[config.mk]
export PLATFORM = sky130hd
export DESIGN_NAME = opfwd_unit
export DESIGN_NICKNAME = d
export VERILOG_FILES = /design/src/rtl/opfwd_pkg.sv /design/src/rtl/opfwd_hit.sv /design/src/rtl/opfwd_pick.sv /design/src/rtl/opfwd_mux.sv /design/src/rtl/opfwd_unit.sv
export SDC_FILE = /design/constraint.sdc
export NUM_CORES = 1
export LEC_CHECK = 0
export ABC_AREA = 1
export BUFFER_PORTS_ARGS = -buffer_cell sky130_fd_sc_hd__buf_4
export CORE_MARGIN = 5
export CORE_UTILIZATION = 32
export DETAILED_ROUTE_END_ITERATION = 8
export GPL_ROUTABILITY_DRIVEN = 0
export PLACE_DENSITY = 0.76
export SYNTH_ARGS = -nofsm -noshare
export SYNTH_HDL_FRONTEND = slang
export SYNTH_SLANG_ARGS = --single-unit
[constraint.sdc]
create_clock -name vclk -period 1.9
set_clock_uncertainty 0.2 [all_clocks]
set_input_delay 0.38 -clock vclk [all_inputs]
set_output_delay 0.38 -clock vclk [all_outputs]
set_load 0.01 [all_outputs]
[src/rtl/opfwd_pkg.sv]
package opfwd_pkg;

  // Operand source select codes; the values are decoded by the operand mux.
  typedef enum logic [1:0] {
    SEL_RF  = 2'b00,
    SEL_MWB = 2'b01,
    SEL_EXM = 2'b10,
    SEL_RSV = 2'b11
  } opnd_sel_e;

  localparam int unsigned NUM_OPNDS = 2;

endpackage

[src/rtl/opfwd_hit.sv]
// Decides whether one later pipeline stage can supply a given source register.
module opfwd_hit #(
  parameter int unsigned REG_AW = 5
) (
  input  logic [REG_AW-1:0] src,
  input  logic              stg_wr_en,
  input  logic [REG_AW-1:0] stg_rd,
  output logic              hit
);

  logic rd_nonzero;
  logic rd_match;

  always_comb begin
    rd_nonzero = |stg_rd;
    rd_match   = (stg_rd == src);
    hit        = stg_wr_en && rd_nonzero && rd_match;
  end

endmodule

[src/rtl/opfwd_pick.sv]
// Per-operand priority: the memory-side stage outranks the writeback-side stage.
module opfwd_pick #(
  parameter int unsigned REG_AW = 5
) (
  input  logic [REG_AW-1:0]     src,
  input  logic                  exm_wr_en,
  input  logic [REG_AW-1:0]     exm_rd,
  input  logic                  mwb_wr_en,
  input  logic [REG_AW-1:0]     mwb_rd,
  output opfwd_pkg::opnd_sel_e  sel
);

  import opfwd_pkg::*;

  logic exm_hit;
  logic mwb_hit;

  opfwd_hit #(.REG_AW(REG_AW)) exm_hit_i (
    .src       (src),
    .stg_wr_en (exm_wr_en),
    .stg_rd    (exm_rd),
    .hit       (exm_hit)
  );

  opfwd_hit #(.REG_AW(REG_AW)) mwb_hit_i (
    .src       (src),
    .stg_wr_en (mwb_wr_en),
    .stg_rd    (mwb_rd),
    .hit       (mwb_hit)
  );

  always_comb begin
    if (exm_hit) begin
      sel = SEL_EXM;
    end else if (mwb_hit) begin
      sel = SEL_MWB;
    end else begin
      sel = SEL_RF;
    end
  end

endmodule

[src/rtl/opfwd_mux.sv]
// Operand data mux; the reserved code falls back to the register-file value.
module opfwd_mux #(
  parameter int unsigned DATA_W = 32
) (
  input  opfwd_pkg::opnd_sel_e sel,
  input  logic [DATA_W-1:0]    rf_val,
  input  logic [DATA_W-1:0]    exm_val,
  input  logic [DATA_W-1:0]    mwb_val,
  output logic [DATA_W-1:0]    opnd
);

  import opfwd_pkg::*;

  always_comb begin
    unique case (sel)
      SEL_EXM: opnd = exm_val;
      SEL_MWB: opnd = mwb_val;
      SEL_RF:  opnd = rf_val;
      default: opnd = rf_val;
    endcase
  end

endmodule

[src/rtl/opfwd_unit.sv]
// Execute-stage operand forwarding: two independent select/mux lanes.
module opfwd_unit #(
  parameter int unsigned REG_AW = 5,
  parameter int unsigned DATA_W = 32
) (
  input  logic [REG_AW-1:0] src_a,
  input  logic [REG_AW-1:0] src_b,
  input  logic [DATA_W-1:0] rf_val_a,
  input  logic [DATA_W-1:0] rf_val_b,
  input  logic              exm_wr_en,
  input  logic [REG_AW-1:0] exm_rd,
  input  logic [DATA_W-1:0] exm_result,
  input  logic              mwb_wr_en,
  input  logic [REG_AW-1:0] mwb_rd,
  input  logic [DATA_W-1:0] mwb_result,
  output logic [1:0]        sel_a,
  output logic [1:0]        sel_b,
  output logic [DATA_W-1:0] opnd_a,
  output logic [DATA_W-1:0] opnd_b
);

  import opfwd_pkg::*;

  localparam int unsigned LANES = NUM_OPNDS;

  logic [REG_AW-1:0] lane_src [LANES];
  logic [DATA_W-1:0] lane_rf  [LANES];
  opnd_sel_e         lane_sel [LANES];
  logic [DATA_W-1:0] lane_out [LANES];

  always_comb begin
    lane_src[0] = src_a;
    lane_src[1] = src_b;
    lane_rf[0]  = rf_val_a;
    lane_rf[1]  = rf_val_b;
  end

  for (genvar g = 0; g < LANES; g++) begin : g_lane
    opfwd_pick #(.REG_AW(REG_AW)) pick_i (
      .src       (lane_src[g]),
      .exm_wr_en (exm_wr_en),
      .exm_rd    (exm_rd),
      .mwb_wr_en (mwb_wr_en),
      .mwb_rd    (mwb_rd),
      .sel       (lane_sel[g])
    );

    opfwd_mux #(.DATA_W(DATA_W)) mux_i (
      .sel     (lane_sel[g]),
      .rf_val  (lane_rf[g]),
      .exm_val (exm_result),
      .mwb_val (mwb_result),
      .opnd    (lane_out[g])
    );
  end

  always_comb begin
    sel_a  = lane_sel[0];
    sel_b  = lane_sel[1];
    opnd_a = lane_out[0];
    opnd_b = lane_out[1];
  end

endmodule

==> flow_summary.yaml, run 1 <==
placement:
  detailed_place_hpwl_mm: 8.51
  pre_cts_ws_ps: -311
  portBuffers: 218
clock_network:
  holdBufCountCts: 0
yosys:
  yosysMostFrequentCell: "nand3_1"
  syn_area_um2: 1990
  yosys-top-cells-count: "nand3_1 (194), nand2_1 (105), buf_2 (14)"
  synth_top_area_frac: 0.489
  synth.net_count: 540
  synth_area_per_cell_um2: 5.09
  yosys.area.top_type: "nand3_1"
  synth_cell_types: 17
  yosys_warnings: 0
  netlist_instances: 390
  seq_area_frac_synth: 0
  yosys-top-cells-area: "nand3_1 (49%), nand2_1 (20%), buf_6 (5.7%)"
die:
  die_y_um: 88.8
  initial_utilization: 0.332
  die_w_um: 88.8
  rows: 28
  top_level_ports: 218
status:
  flow.stopped_at: "global routing"
  error: "[ERROR DPL-0033] detailed placement checks failed during check placement."
  status: "aborted with a tool error"
global_routing:
  antenna_found_initial: 1
  grt_max_degree: 65
timing:
  crit_endpoint: "opnd_b[8]"
  worst_endpoint_kind: "top-level output"
## metrics by stage
step / area (um2) / hold slack [ps] / std cells / TNS, ps / util
floorplan: 1990 / 705 / 390 / 0 / -
global placement: 3770 / 868 / 670 / -16210 / 0.629
detailed placement: 3770 / 868 / 670 / -16890 / 0.629
CTS: 4090 / 864 / 676 / -16210 / 0.683
## kinds of logic after synthesis
family,share of synthesized area
and+or+nand+nor,0.781
buffers and inverters,0.166
xor gates and xnor gates,0.0529
## repair_timing
item                       CTS
pin swaps                    6
setup endpoints to repair   68
resized for setup           49
cloned                       4
setup buffers                2
==> run 2: changes to the inputs <==
--- a/config.mk
+++ b/config.mk
@@ -8,10 +8,10 @@
 export ABC_AREA = 1
 export BUFFER_PORTS_ARGS = -buffer_cell sky130_fd_sc_hd__buf_4
 export CORE_MARGIN = 5
-export CORE_UTILIZATION = 32
+export CORE_UTILIZATION = 20
 export DETAILED_ROUTE_END_ITERATION = 8
 export GPL_ROUTABILITY_DRIVEN = 0
-export PLACE_DENSITY = 0.76
+export PLACE_DENSITY_LB_ADDON = 0.15
 export SYNTH_ARGS = -nofsm -noshare
 export SYNTH_HDL_FRONTEND = slang
 export SYNTH_SLANG_ARGS = --single-unit
==> run 2 against run 1 <==
  * The flow now finishes, with violations (negative setup slack)
  * Synthesized cell count is the same
  * Area after synthesis is the same
==> flow_summary.yaml, run 2 <==
global_routing:
  grt_pass1_vias: 3897
  grt_max_degree: 21
  grt-ovfl-total: 0
  antenna_found_initial: 0
  grt_usage: 0.209
  grt_pass1_wl_mm: 20.1
power_and_ir_drop:
  power_density_nw_per_um2: 187
  leakage_uw: 0.00295
  vdd.ir_drop.worst_v: 0.0000911
  power_uw: 1130
yosys:
  synth.net_count: 540
  synth_top_area_frac: 0.489
  syn_area_um2: 1990
  yosys_warnings: 0
  synth_cell_types: 17
  yosys-top-cells-area: "nand3_1 (49%), nand2_1 (20%), buf_6 (5.7%)"
  netlist_instances: 390
  yosys.area.top_type: "nand3_1"
  seq_area_frac_synth: 0
  yosysMostFrequentCell: "nand3_1"
  yosys-top-cells-count: "nand3_1 (194), nand2_1 (105), buf_2 (14)"
  synth_area_per_cell_um2: 5.09
timing:
  post-route-period-util: 1.20
  slew_headroom: 0.870
  setup_slack_ps: -376
  finalSetupViolations: 68
  drv_slew: 0
  hold_viol: 0
  tightest_slew_ps: 194
  fin_setup_tns_ps: -20090
  layout_min_cycle_time_ps: 2280
  fmax_ghz: 0.439
  rsz0062_at_grt: "yes"
die:
  initial_utilization: 0.204
  rows: 36
  die_w_um: 110
  top_level_ports: 218
  fp.coreArea_um2: 9730
  die-area_um2: 12000
  die_y_um: 110
layout:
  diodes: 0
  seq_area_um2: 0
  fill_cells: 841
  multi_input_area_um2: 2710
  drive_gt1_frac: 0.757
  layout_common_cells: "buf_4 (161), nand3_2 (119), nand2_1 (85)"
  syn2layout_area_growth_pct: 204
  seq_cells: 0
  final_common_cell: "buf_4"
  n_clock_buffer: 0
  layout.nets: 794
route:
  vias_per_cell: 5.28
  vias: 4089
  wirelength_mm: 16.0
  ant_nets: 0
  drcViolationCount: 0
  firstDrtPassIters: 4
  drt_iter0_drc: 334
  wl_per_cell_um: 20.6
setup_path:
  slowest_delay_ps: 200
  arrival_ps: 1700
  cp-start-kind: "input port"
  crit_path_top_delay_cell: "buf_12"
  required_ps: 1320
  crit_type: "in2out"
  cp_top_family: "buffers and inverters"
  path_cells: "buf_6, buf_6, nand2_2, nand2_2, buf_6, nor2b_4, nand3_4, buf_12, nand3_1, nand3_2, buf_6"
  worst_path_most_repeated_cell: "buf_6"
  path_depth: 11
  critPathBufInv: 5
  crit_fanout: 10
  cp-end-kind: "primary output"
run:
  drv_cap: 0
status:
  violations: "negative setup slack"
  status: "complete, but fails checks"
placement:
  portBuffers: 218
  pre_cts_ws_ps: -465
  detailed_place_hpwl_mm: 9.72
hold_path:
  hold_path.class: "in2out"
  hold_depth: 4
clock_network:
  holdBufCountCts: 0
run 2: layout make-up:
type	count	share of cell area
well taps	133	0.0275
repair buffers	287	0.512
inverters	17	0.0130
multi-input cells	338	0.448
run 2: cells by family (layout without fill, tap and decap cells):
family	Yosys count	in the layout	share of synthesized area
buf+inv	52	304	0.166
simple gates	326	326	0.781
xor+xnor	12	12	0.0529
run 2: report_power, final:
part | switching [uW] | leakage [uW] | total, uW | internal (uW)
combinational | 497 | 0.00295 | 1130 | 635
sequential | 0 | 0 | 0 | 0
clock | 0 | 0 | 0 | 0
total | 497 | 0.00295 | 1130 | 635
run 2: final timing paths:
check	from	to	slack (ps)
max	src_b[2]	opnd_b[0]	-380
min	exm_result[1]	opnd_a[1]	860
run 2: metal layers:
| layer | vias up | share of wire | global-route usage | wire length [um] |
|---|---|---|---|---|
| li1 | 1847 | - | - | - |
| met1 | 1931 | 0.36 | 0.246 | 5780 |
| met2 | 244 | 0.50 | 0.382 | 8060 |
| met3 | 67 | 0.084 | 0.0317 | 1340 |
| met4 | 0 | 0.049 | 0.0748 | 790 |
| met5 | - | 0 | 0 | 0 |
run 2: metrics by stage:
stage	instances	instance area, um2	hold WS (ps)	util
2_1_floorplan	390	1990	705	-
3_3_place_gp	735	3880	870	0.399
3_5_place_dp	735	3880	869	0.399
4_1_cts	758	4990	855	0.513
5_1_grt	775	6050	872	0.621
6_report	775	6050	857	0.621
run 2: what timing repair did:
| action | 4_1_cts | 5_1_grt |
|---|---|---|
| gates resized for setup | 184 | 154 |
| setup buffers | 14 | 6 |
| gates cloned | 9 | 13 |
| endpoints found under the setup margin | 68 | 68 |
| pin swaps | 27 | 42 |
run 2: tightest hold or removal path, stage by stage:
cell and delay (ps):
buf_4 90, nand2_2 50, nand3_2 60, buf_6 90
Note: power is estimated with default switching activity, not from simulation.
